--- config.mk ---
export PLATFORM = sky130hd
export DESIGN_NAME = eeprom_page_prog
export DESIGN_NICKNAME = d
export VERILOG_FILES = /design/src/rtl/eepg_pkg.sv /design/src/rtl/eepg_page_buf.sv /design/src/rtl/eepg_bus_cycle.sv /design/src/rtl/eepg_poll_eval.sv /design/src/rtl/eeprom_page_prog.sv
export SDC_FILE = /design/constraint.sdc
export NUM_CORES = 1
export LEC_CHECK = 0
export ABC_AREA = 1
export BUFFER_PORTS_ARGS = -buffer_cell sky130_fd_sc_hd__clkbuf_2
export CORE_MARGIN = 2
export CORE_UTILIZATION = 57
export CTS_BUF_LIST = sky130_fd_sc_hd__clkbuf_2
export DETAILED_ROUTE_END_ITERATION = 7
export PLACE_DENSITY = 0.75
export SLEW_MARGIN = 10
export SYNTH_ARGS = -nofsm -noshare
export SYNTH_HDL_FRONTEND = slang
export SYNTH_SLANG_ARGS = --single-unit
--- constraint.sdc ---
create_clock -name clk -period 2 [get_ports clk]
set_clock_uncertainty 0.1 [all_clocks]
set_input_delay 0.1 -clock clk [delete_from_list [all_inputs] [get_ports clk]]
set_output_delay 0.1 -clock clk [all_outputs]
set_load 0.01 [all_outputs]
--- src/rtl/eepg_pkg.sv ---
package eepg_pkg;

  typedef enum logic {
    POLL_DATA   = 1'b0,
    POLL_TOGGLE = 1'b1
  } poll_mode_e;

  typedef enum logic [1:0] {
    CY_IDLE,
    CY_ACT,
    CY_REC
  } cyc_st_e;

  typedef enum logic [2:0] {
    PG_IDLE,
    PG_CMD_GO,
    PG_CMD_WAIT,
    PG_FETCH,
    PG_BYTE_GO,
    PG_BYTE_WAIT,
    PG_POLL_GO,
    PG_POLL_WAIT
  } prog_st_e;

endpackage

--- src/rtl/eepg_page_buf.sv ---
module eepg_page_buf #(
  parameter int DEPTH  = 64,
  parameter int DATA_W = 8,
  localparam int IDX_W = $clog2(DEPTH)
) (
  input  logic              clk,
  input  logic              wr_en,
  input  logic [IDX_W-1:0]  wr_idx,
  input  logic [DATA_W-1:0] wr_data,
  input  logic [IDX_W-1:0]  rd_idx,
  output logic [DATA_W-1:0] rd_data
);

  logic [DATA_W-1:0] mem [DEPTH];

  // Simple dual-port memory with a registered read port
  always_ff @(posedge clk) begin
    if (wr_en) mem[wr_idx] <= wr_data;
    rd_data <= mem[rd_idx];
  end

endmodule

--- src/rtl/eepg_bus_cycle.sv ---
module eepg_bus_cycle
  import eepg_pkg::*;
#(
  parameter int ADDR_W  = 15,
  parameter int DATA_W  = 8,
  parameter int WP_CYC  = 10,
  parameter int WPH_CYC = 5,
  parameter int RD_CYC  = 10,
  parameter int OEH_CYC = 8
) (
  input  logic              clk,
  input  logic              rst,
  input  logic              go,
  input  logic              go_write,
  input  logic [ADDR_W-1:0] go_addr,
  input  logic [DATA_W-1:0] go_data,
  output logic              ack,
  output logic [DATA_W-1:0] rdata,
  output logic              ce_n,
  output logic              oe_n,
  output logic              we_n,
  output logic [ADDR_W-1:0] addr,
  output logic [DATA_W-1:0] dq_out,
  output logic              dq_oe,
  input  logic [DATA_W-1:0] dq_in
);

  localparam int T_A   = (WP_CYC > RD_CYC) ? WP_CYC : RD_CYC;
  localparam int T_B   = (WPH_CYC > OEH_CYC) ? WPH_CYC : OEH_CYC;
  localparam int T_MAX = (T_A > T_B) ? T_A : T_B;
  localparam int CT_W  = $clog2(T_MAX + 1);

  localparam logic [CT_W-1:0] WP_L  = CT_W'(WP_CYC - 1);
  localparam logic [CT_W-1:0] WPH_L = CT_W'(WPH_CYC - 1);
  localparam logic [CT_W-1:0] RD_L  = CT_W'(RD_CYC - 1);
  localparam logic [CT_W-1:0] OEH_L = CT_W'(OEH_CYC - 1);

  cyc_st_e         st;
  logic [CT_W-1:0] cnt;
  logic            is_wr;

  always_ff @(posedge clk) begin
    if (rst) begin
      st     <= CY_IDLE;
      cnt    <= '0;
      is_wr  <= 1'b0;
      ack    <= 1'b0;
      rdata  <= '0;
      ce_n   <= 1'b1;
      oe_n   <= 1'b1;
      we_n   <= 1'b1;
      addr   <= '0;
      dq_out <= '0;
      dq_oe  <= 1'b0;
    end else begin
      ack <= 1'b0;
      case (st)
        CY_IDLE: begin
          if (go) begin
            addr   <= go_addr;
            dq_out <= go_data;
            is_wr  <= go_write;
            ce_n   <= 1'b0;
            we_n   <= !go_write;
            oe_n   <= go_write;
            dq_oe  <= go_write;
            cnt    <= go_write ? WP_L : RD_L;
            st     <= CY_ACT;
          end
        end
        CY_ACT: begin
          if (cnt == '0) begin
            ce_n <= 1'b1;
            we_n <= 1'b1;
            oe_n <= 1'b1;
            if (!is_wr) rdata <= dq_in;
            cnt  <= is_wr ? WPH_L : OEH_L;
            st   <= CY_REC;
          end else begin
            cnt <= cnt - 1'b1;
          end
        end
        CY_REC: begin
          if (cnt == '0) begin
            dq_oe <= 1'b0;
            ack   <= 1'b1;
            st    <= CY_IDLE;
          end else begin
            cnt <= cnt - 1'b1;
          end
        end
        default: st <= CY_IDLE;
      endcase
    end
  end

endmodule

--- src/rtl/eepg_poll_eval.sv ---
module eepg_poll_eval
  import eepg_pkg::*;
#(
  parameter int DATA_W = 8
) (
  input  logic              clk,
  input  logic              rst,
  input  logic              clr,
  input  logic              smp_vld,
  input  logic [DATA_W-1:0] smp,
  input  logic [DATA_W-1:0] expect_byte,
  input  poll_mode_e        mode,
  output logic              hit
);

  localparam int TB = DATA_W - 2;

  logic have_prev;
  logic prev_tb;

  always_ff @(posedge clk) begin
    if (rst || clr) begin
      have_prev <= 1'b0;
      prev_tb   <= 1'b0;
    end else if (smp_vld) begin
      have_prev <= 1'b1;
      prev_tb   <= smp[TB];
    end
  end

  always_comb begin
    if (mode == POLL_DATA) hit = (smp == expect_byte);
    else                   hit = have_prev && (smp[TB] == prev_tb);
  end

endmodule

--- src/rtl/eeprom_page_prog.sv ---
module eeprom_page_prog
  import eepg_pkg::*;
#(
  parameter int ADDR_W     = 15,
  parameter int DATA_W     = 8,
  parameter int PAGE_BYTES = 64,
  parameter int WP_CYC     = 10,
  parameter int WPH_CYC    = 5,
  parameter int RD_CYC     = 10,
  parameter int OEH_CYC    = 8,
  parameter int POLL_LIMIT = 600000,
  parameter logic [ADDR_W-1:0] CMD_ADDR_A = 15'h5555,
  parameter logic [ADDR_W-1:0] CMD_ADDR_B = 15'h2AAA,
  localparam int OFS_W = $clog2(PAGE_BYTES),
  localparam int PG_W  = ADDR_W - OFS_W,
  localparam int CNT_W = $clog2(PAGE_BYTES + 1)
) (
  input  logic              clk,
  input  logic              rst,
  input  logic              start,
  input  logic [PG_W-1:0]   page,
  input  logic [CNT_W-1:0]  byte_count,
  input  logic              poll_mode,
  input  logic              buf_we,
  input  logic [OFS_W-1:0]  buf_idx,
  input  logic [DATA_W-1:0] buf_wdata,
  output logic              done,
  output logic              timeout,
  output logic              ce_n,
  output logic              oe_n,
  output logic              we_n,
  output logic [ADDR_W-1:0] addr,
  output logic [DATA_W-1:0] dq_out,
  output logic              dq_oe,
  input  logic [DATA_W-1:0] dq_in
);

  localparam int TMO_W = $clog2(POLL_LIMIT + 1);
  localparam logic [DATA_W-1:0] CMD_D0 = DATA_W'(8'hAA);
  localparam logic [DATA_W-1:0] CMD_D1 = DATA_W'(8'h55);
  localparam logic [DATA_W-1:0] CMD_D2 = DATA_W'(8'hA0);

  prog_st_e          st;
  logic [1:0]        step;
  logic [OFS_W-1:0]  idx;
  logic [OFS_W-1:0]  last_idx;
  logic [CNT_W-1:0]  cnt_q;
  logic [PG_W-1:0]   page_q;
  poll_mode_e        mode_q;
  logic [DATA_W-1:0] last_byte;
  logic [TMO_W-1:0]  tmo;
  logic              poll_clr;

  logic              cyc_go;
  logic              cyc_wr;
  logic [ADDR_W-1:0] cyc_addr;
  logic [DATA_W-1:0] cyc_data;
  logic              cyc_ack;
  logic [DATA_W-1:0] cyc_rdata;
  logic [DATA_W-1:0] buf_rdata;
  logic              poll_hit;
  logic              poll_vld;

  logic [ADDR_W-1:0] cmd_addr;
  logic [DATA_W-1:0] cmd_data;
  logic              cnt_bad;

  assign last_idx = OFS_W'(cnt_q - 1'b1);
  assign poll_vld = cyc_ack && (st == PG_POLL_WAIT);
  assign cnt_bad  = (byte_count == '0) || (byte_count > CNT_W'(PAGE_BYTES));

  always_comb begin
    case (step)
      2'd0:    begin cmd_addr = CMD_ADDR_A; cmd_data = CMD_D0; end
      2'd1:    begin cmd_addr = CMD_ADDR_B; cmd_data = CMD_D1; end
      default: begin cmd_addr = CMD_ADDR_A; cmd_data = CMD_D2; end
    endcase
  end

  eepg_page_buf #(
    .DEPTH (PAGE_BYTES),
    .DATA_W(DATA_W)
  ) u_buf (
    .clk    (clk),
    .wr_en  (buf_we),
    .wr_idx (buf_idx),
    .wr_data(buf_wdata),
    .rd_idx (idx),
    .rd_data(buf_rdata)
  );

  eepg_bus_cycle #(
    .ADDR_W (ADDR_W),
    .DATA_W (DATA_W),
    .WP_CYC (WP_CYC),
    .WPH_CYC(WPH_CYC),
    .RD_CYC (RD_CYC),
    .OEH_CYC(OEH_CYC)
  ) u_cyc (
    .clk     (clk),
    .rst     (rst),
    .go      (cyc_go),
    .go_write(cyc_wr),
    .go_addr (cyc_addr),
    .go_data (cyc_data),
    .ack     (cyc_ack),
    .rdata   (cyc_rdata),
    .ce_n    (ce_n),
    .oe_n    (oe_n),
    .we_n    (we_n),
    .addr    (addr),
    .dq_out  (dq_out),
    .dq_oe   (dq_oe),
    .dq_in   (dq_in)
  );

  eepg_poll_eval #(
    .DATA_W(DATA_W)
  ) u_eval (
    .clk        (clk),
    .rst        (rst),
    .clr        (poll_clr),
    .smp_vld    (poll_vld),
    .smp        (cyc_rdata),
    .expect_byte(last_byte),
    .mode       (mode_q),
    .hit        (poll_hit)
  );

  always_ff @(posedge clk) begin
    if (rst) begin
      st        <= PG_IDLE;
      step      <= '0;
      idx       <= '0;
      cnt_q     <= '0;
      page_q    <= '0;
      mode_q    <= POLL_DATA;
      last_byte <= '0;
      tmo       <= '0;
      poll_clr  <= 1'b0;
      cyc_go    <= 1'b0;
      cyc_wr    <= 1'b0;
      cyc_addr  <= '0;
      cyc_data  <= '0;
      done      <= 1'b0;
      timeout   <= 1'b0;
    end else begin
      cyc_go   <= 1'b0;
      done     <= 1'b0;
      timeout  <= 1'b0;
      poll_clr <= 1'b0;
      if ((st == PG_POLL_GO || st == PG_POLL_WAIT) && (tmo < TMO_W'(POLL_LIMIT)))
        tmo <= tmo + 1'b1;
      case (st)
        PG_IDLE: begin
          if (start) begin
            if (cnt_bad) begin
              done <= 1'b1;
            end else begin
              page_q <= page;
              cnt_q  <= byte_count;
              mode_q <= poll_mode_e'(poll_mode);
              step   <= '0;
              st     <= PG_CMD_GO;
            end
          end
        end
        PG_CMD_GO: begin
          cyc_go   <= 1'b1;
          cyc_wr   <= 1'b1;
          cyc_addr <= cmd_addr;
          cyc_data <= cmd_data;
          st       <= PG_CMD_WAIT;
        end
        PG_CMD_WAIT: begin
          if (cyc_ack) begin
            if (step == 2'd2) begin
              idx <= '0;
              st  <= PG_FETCH;
            end else begin
              step <= step + 1'b1;
              st   <= PG_CMD_GO;
            end
          end
        end
        PG_FETCH: st <= PG_BYTE_GO;
        PG_BYTE_GO: begin
          cyc_go    <= 1'b1;
          cyc_wr    <= 1'b1;
          cyc_addr  <= {page_q, idx};
          cyc_data  <= buf_rdata;
          last_byte <= buf_rdata;
          st        <= PG_BYTE_WAIT;
        end
        PG_BYTE_WAIT: begin
          if (cyc_ack) begin
            if (idx == last_idx) begin
              poll_clr <= 1'b1;
              tmo      <= '0;
              st       <= PG_POLL_GO;
            end else begin
              idx <= idx + 1'b1;
              st  <= PG_FETCH;
            end
          end
        end
        PG_POLL_GO: begin
          cyc_go   <= 1'b1;
          cyc_wr   <= 1'b0;
          cyc_addr <= {page_q, last_idx};
          st       <= PG_POLL_WAIT;
        end
        PG_POLL_WAIT: begin
          if (cyc_ack) begin
            if (poll_hit) begin
              done <= 1'b1;
              st   <= PG_IDLE;
            end else if (tmo >= TMO_W'(POLL_LIMIT)) begin
              timeout <= 1'b1;
              st      <= PG_IDLE;
            end else begin
              st <= PG_POLL_GO;
            end
          end
        end
        default: st <= PG_IDLE;
      endcase
    end
  end

endmodule

==> results.txt, run 1 <==
Synth Warn # -> 0
CTS Sinks -> 648
H-tree Lvls -> 4
ANT nets after route -> 0
Async S/R FF share, synth -> 0
Synth top area share -> 0.586
Drt first-iter violations -> 2446
Share of cells above drive strength 1 -> 0.206
CP max-delay cell -> dfxtp_2
Max transition margin -> 0.339
Crit. End Element -> output pin
Setup TNS -> -0.0129 ns
LEAKAGE -> 0.0111 µW
Clk slew on worst S/H paths -> 0.10 ns
Post-Syn Area -> 0.0263 mm²
Routability cong. -> 0.891
Gr busiest metal -> met2
Worst-Margin Slew -> 0.988 ns
Hold wc startpoint -> buf_we
Worst Hold Class -> in -> reg
Fin. max-slew vios -> 0
Final hold vios -> 0
R2R Path End -> tmo[5]
Die area -> 0.0478 mm²
Synth cell count leaders -> edfxtp_1 (512), nor2_1 (417), o21ai_0 (320)
Critical Path Fanout Max -> 2
Worst-Skew Late Latency -> 1.36 ns
CTS max path bufs -> 3
Setup CP Type -> reg -> out
Syn_nets -> 2391
M2 GR Usage -> 0.457
CTS tree -> done
Peak supply drop -> 0.000561 V
Synth Flop Type -> edfxtp_1
Yosys cell types -> 42
Final min period -> 2.01 ns
HPWL Detailed -> 40500 µm
Initial antenna violation count -> 2
Vias in the first global route -> 19600
Largest net degree at the start of global routing -> 84
Sequential share of the synthesized area -> 0.689
Final Worst Setup Slack -> -0.0107 ns
Crit share post-route -> 1.01
Violated checks -> setup timing
Wire length of the first global-routing pass -> 105000 µm
CP max stage delay -> 0.36 ns
Hold WS -> 0.0289 ns
Reg2reg start -> tmo[11]
Site row count -> 78
Clock Tree Root -> clkbuf_2
Register bit total from synthesis -> 648
Leading area contributor after synthesis -> edfxtp_1
Drt drc -> 0
DR vias -> 20300
Synthesized area per cell -> 11.2 µm²
IO Port Bufs -> 71
Hold-critical path depth -> 5
Initial core utilization -> 0.579
EDFF count, synth -> 512
Post-Syn Instances -> 2336
Grt total ovfl -> 0
Worst Path Required -> 1.80 ns
Dominant cells by area after synthesis -> edfxtp_1 (59%), dfxtp_1 (10%), o21ai_0 (6.1%)
PwrDens -> 838 mW/mm²
Drt pass-1 iters -> 6
Worst Reg-to-Reg Cells -> 11
Met1 global-route usage -> 0.369
Die H -> 219 µm
CTS buffer count -> 157
Die W -> 219 µm
Post-Route WL -> 71000 µm
Met3 Use GR -> 0.0788
Type of origin of the critical path -> register
WHS Endpoint -> u_buf.mem[38][2]
CP top delay family -> flip-flops
Via/cell ratio -> 5.96
Worst path arrival time -> 1.81 ns
Outcome -> complete, but fails checks
Total Routing Usage GR -> 0.288
Highest clock rate -> 497 MHz
Max cap viols -> 0
Flop2flop setup slack -> 0.01 ns
DP Area -> 0.0282 mm²
RSZ-0062 raised after global routing -> yes
# nets final -> 2759
Most frequent cell after synthesis -> edfxtp_1
PnR Total Power -> 26200 µW
Buffer and inverter count on the worst path -> 1
Final setup fails -> 2
Instance count on the critical path -> 1
Final Instance Area -> 0.0313 mm²
I/O pins -> 72
Synth-to-layout area growth -> 19.2%
Wire length per cell -> 20.9 µm
Critical path, cell by cell -> buf_6
Core box area -> 0.0454 mm²
[what timing repair did]
item / CTS / global route
pin swaps: 0 / 15
gates resized for setup: 32 / 110
endpoints found under the setup margin: 32 / 87
setup buffers: 2 / 5
hold endpoints to repair: 1152 / 0
hold buffers: 108 / 0
cloned: 0 / 8
[state kept, by name, indices dropped and copies added (netlist names), 4 cells and up]
signal         flops
u_buf.mem        512
cyc_data           8
u_cyc.dq_out       8
page_q             9
u_cyc.addr        15
cnt_q              6
u_buf.rd_data      8
cyc_addr          15
idx                6
u_cyc.cnt          4
last_byte          8
tmo               20
u_cyc.rdata        8
[report_power, final]
group / leakage [µW] / internal (µW) / total, µW / switching (µW)
Sequential: 0.00573 / 15000 / 15300 / 291
Combinational: 0.00441 / 1010 / 2570 / 1560
Clock: 0.00101 / 3250 / 8400 / 5160
[through the flow]
stage                      util  worst slack, ns  instances
after floorplan               -          0.00362       2336
after global placement    0.622          -0.0592       3023
after detailed placement  0.622          -0.0317       3023
after CTS                 0.677           -0.120       3388
after global routing      0.690           -0.135       3402
final                     0.690          -0.0107       3403
[placed cells by master, fill, tap and decap left out, types with 14 or more instances in the layout]
cell	netlist	layout
clkbuf_2	1	264
a21oi_1	88	76
o22ai_1	78	78
edfxtp_1	512	512
dfxtp_1	136	102
a21oi_2	3	15
clkinv_1	2	19
o211ai_1	16	16
buf_6	3	29
nand2_1	217	214
inv_1	104	100
nand3_1	88	85
dlygate4sd3_1	0	107
o21ai_1	13	14
xor2_1	14	14
o221ai_1	50	50
nand4_1	40	40
buf_4	5	135
nor2_1	417	410
o21ai_0	320	319
dfxtp_2	0	32
buf_12	0	22
[worst max-delay path by stage]
stage | endpoint | slack, ns | startpoint
2_1_floorplan | u_buf.mem[32][0] | 0.004 | buf_we
4_1_cts | dq_out[5] | -0.12 | u_cyc.dq_out[5]
6_report | dq_out[2] | -0.01 | u_cyc.dq_out[2]
3_5_place_dp | tmo[1] | -0.03 | cnt_q[0]
3_3_place_gp | tmo[2] | -0.06 | cnt_q[0]
5_1_grt | done | -0.13 | done
[cell type report]
cell class | count | area, µm²
flip-flops and latches | 648 | 18100
fillers | 3115 | 14100
multi-input cells | 1432 | 7240
repair buffers | 349 | 3360
clock buffers | 222 | 1110
well taps | 600 | 751
inverters | 116 | 448
clock inverters | 33 | 235
diodes | 3 | 7.51
[logic make-up (layout without fill, tap and decap cells)]
| kind of cell | Yosys count | after routing | share of synthesized area |
|---|---|---|---|
| simple gates | 797 | 797 | 0.126 |
| flops | 648 | 648 | 0.689 |
| compound gates | 599 | 599 | 0.131 |
| buf+inv | 256 | 720 | 0.0406 |
| xor+xnor | 24 | 24 | 0.00801 |
| fa+ha+maj | 12 | 12 | 0.00572 |
| other cells | 0 | 3 | 0 |
[metal layers]
metal  vias to the layer above  part of all wire
met2                      1144              0.48
li1                       9248                 -
met4                         0             0.033
met3                       168              0.10
met1                      9721              0.38
met5                         -                 0
Note: power is estimated with default switching activity, not from simulation.
==> inputs of run 2 (changes only) <==
MAX_ROUTING_LAYER = met4   (was unset)
==> results.txt, run 2 (synthesized netlist as in run 1, its figures left out) <==
H-tree Lvls -> 4
Critical path, cell by cell -> inv_2 > ha_4 > nand2_2 > nand2_2 > nand3_2 > nor2_1 > nand2_1 > nor2_2 > nand4_1 > nand2_2 > buf_4 > buf_16 > a21oi_1
CTS Sinks -> 648
Routability cong. -> 0.918
IO Port Bufs -> 71
# nets final -> 2765
I/O pins -> 72
Drt drc -> 2
Largest regs -> u_buf.mem (512), tmo (20)
Outcome -> complete, but fails checks
Synth-to-layout area growth -> 19.2%
DR vias -> 20200
Total Routing Usage GR -> 0.300
Top reg by flops -> u_buf.mem
Worst Hold Class -> in -> reg
Type of origin of the critical path -> register
Final min period -> 2.02 ns
Wire length per cell -> 20.6 µm
Clock Tree Root -> clkbuf_2
Dpl ws -> -0.0916 ns
Grt total ovfl -> 0
HPWL Detailed -> 40500 µm
Core box area -> 0.0454 mm²
Final Worst Setup Slack -> -0.0191 ns
Drt pass-1 iters -> 8
Fin. max-slew vios -> 0
CP max-delay cell -> dfxtp_2
Initial antenna violation count -> 3
Setup CP Type -> reg -> reg
Share of cells above drive strength 1 -> 0.208
Critical Path Fanout Max -> 5
Vias in the first global route -> 19900
Commonest non-fill, non-tap cell in the layout -> edfxtp_1
Violated checks -> DRC, setup timing
Clk slew on worst S/H paths -> 0.11 ns
Crit. End Element -> register
Site row count -> 78
Hold WS -> 0.0426 ns
CTS max path bufs -> 3
Worst-Skew Late Latency -> 1.35 ns
PwrDens -> 849 mW/mm²
CP most frequent cell -> nand2_2
Final hold vios -> 0
Largest net degree at the start of global routing -> 67
Max FFs per register -> 512
Max transition margin -> 0.298
Via/cell ratio -> 5.88
CP max stage delay -> 0.35 ns
LEAKAGE -> 0.0112 µW
Worst Path Required -> 3.09 ns
Peak supply drop -> 0.000624 V
CTS tree -> done
Worst path arrival time -> 3.11 ns
Max cap viols -> 0
Die H -> 219 µm
Most frequent cells in the layout -> edfxtp_1 (512), nor2_1 (409), o21ai_0 (318), clkbuf_2 (259), nand2_1 (208)
Highest clock rate -> 495 MHz
Wire length of the first global-routing pass -> 107000 µm
Drt first-iter violations -> 2607
RSZ-0062 raised after global routing -> yes
Post-Route WL -> 70800 µm
CTS buffer count -> 159
Final setup fails -> 8
Worst-Margin Slew -> 1.05 ns
Initial core utilization -> 0.579
Die area -> 0.0478 mm²
Die W -> 219 µm
ANT nets after route -> 0
Crit share post-route -> 1.01
-- run 2: changes by cell type in the layout (fill, tap and decap cells not counted), moves of 4 or more --
cell,previous run,this run
nand2_2,4,11
inv_2,12,16
clkinv_1,19,43
nand2_1,214,208
buf_4,135,150
clkbuf_2,264,259
dlygate4sd3_1,107,100
clkinv_2,1,7
-- run 2: what timing repair did --
item | CTS | global route
cloned | 3 | 4
gates resized for setup | 48 | 87
pin swaps | 10 | 8
hold endpoints to repair | 1152 | 0
endpoints found under the setup margin | 51 | 81
hold buffers | 101 | 0
buffers inserted | 15 | 11
-- run 2: critical path, delay by kind of cell, from the launching register on --
| kind | cells | cell delay (ns) |
|---|---|---|
| AO/OA/AOI/OAI | 1 | 0.03 |
| AND/OR/NAND/NOR | 8 | 0.84 |
| buffers and inverters | 3 | 0.31 |
| adder cells (fa/ha/maj) | 1 | 0.27 |
| flip-flops | 1 | 0.35 |
-- run 2: power by group --
group	internal (µW)	total, µW	switching (µW)
Combinational	1040	2630	1600
Clock	3360	8660	5300
Sequential	15000	15300	300
-- run 2: cell type report --
class | instances | area (µm²)
fillers | 3178 | 14100
multi-input cells | 1432 | 7220
clock inverters | 64 | 360
flip-flops and latches | 648 | 18100
well taps | 600 | 751
repair buffers | 353 | 3300
clock buffers | 216 | 1080
diodes | 4 | 10.0
inverters | 116 | 443
-- run 2: path summary, 6_finish.rpt --
path | start | end | slack [ns] | depth (start not counted)
setup / recovery | cnt_q[1] | tmo[11] | -0.02 | 13
setup reg to reg | cnt_q[1] | tmo[11] | -0.02 | 13
hold / removal | buf_we | u_buf.mem[33][6] | 0.04 | 5
hold reg to reg | cyc_addr[2] | u_cyc.addr[2] | 0.34 | 2
-- run 2: metal layers --
layer / up-vias / global-route usage / wire (µm)
li1: 9278 / - / -
met1: 9608 / 0.380 / 27200
met2: 1145 / 0.463 / 34300
met3: 166 / 0.0728 / 7230
met4: 0 / 0.130 / 2120
met5: - / - / 0
-- run 2: per-stage QoR --
stage          area [µm²]  setup TNS, ns  total power (µW)  std cells  utilization
6_report            31300        -0.0786             26600       3433        0.690
5_1_grt             31300          -5.74             27700       3433        0.690
4_1_cts             30900          -2.19             26400       3419        0.682
3_5_place_dp        28200          -1.54             17600       3021        0.621
3_3_place_gp        28200         -0.550             17500       3021        0.621
2_1_floorplan       26300              0             16700       2336            -
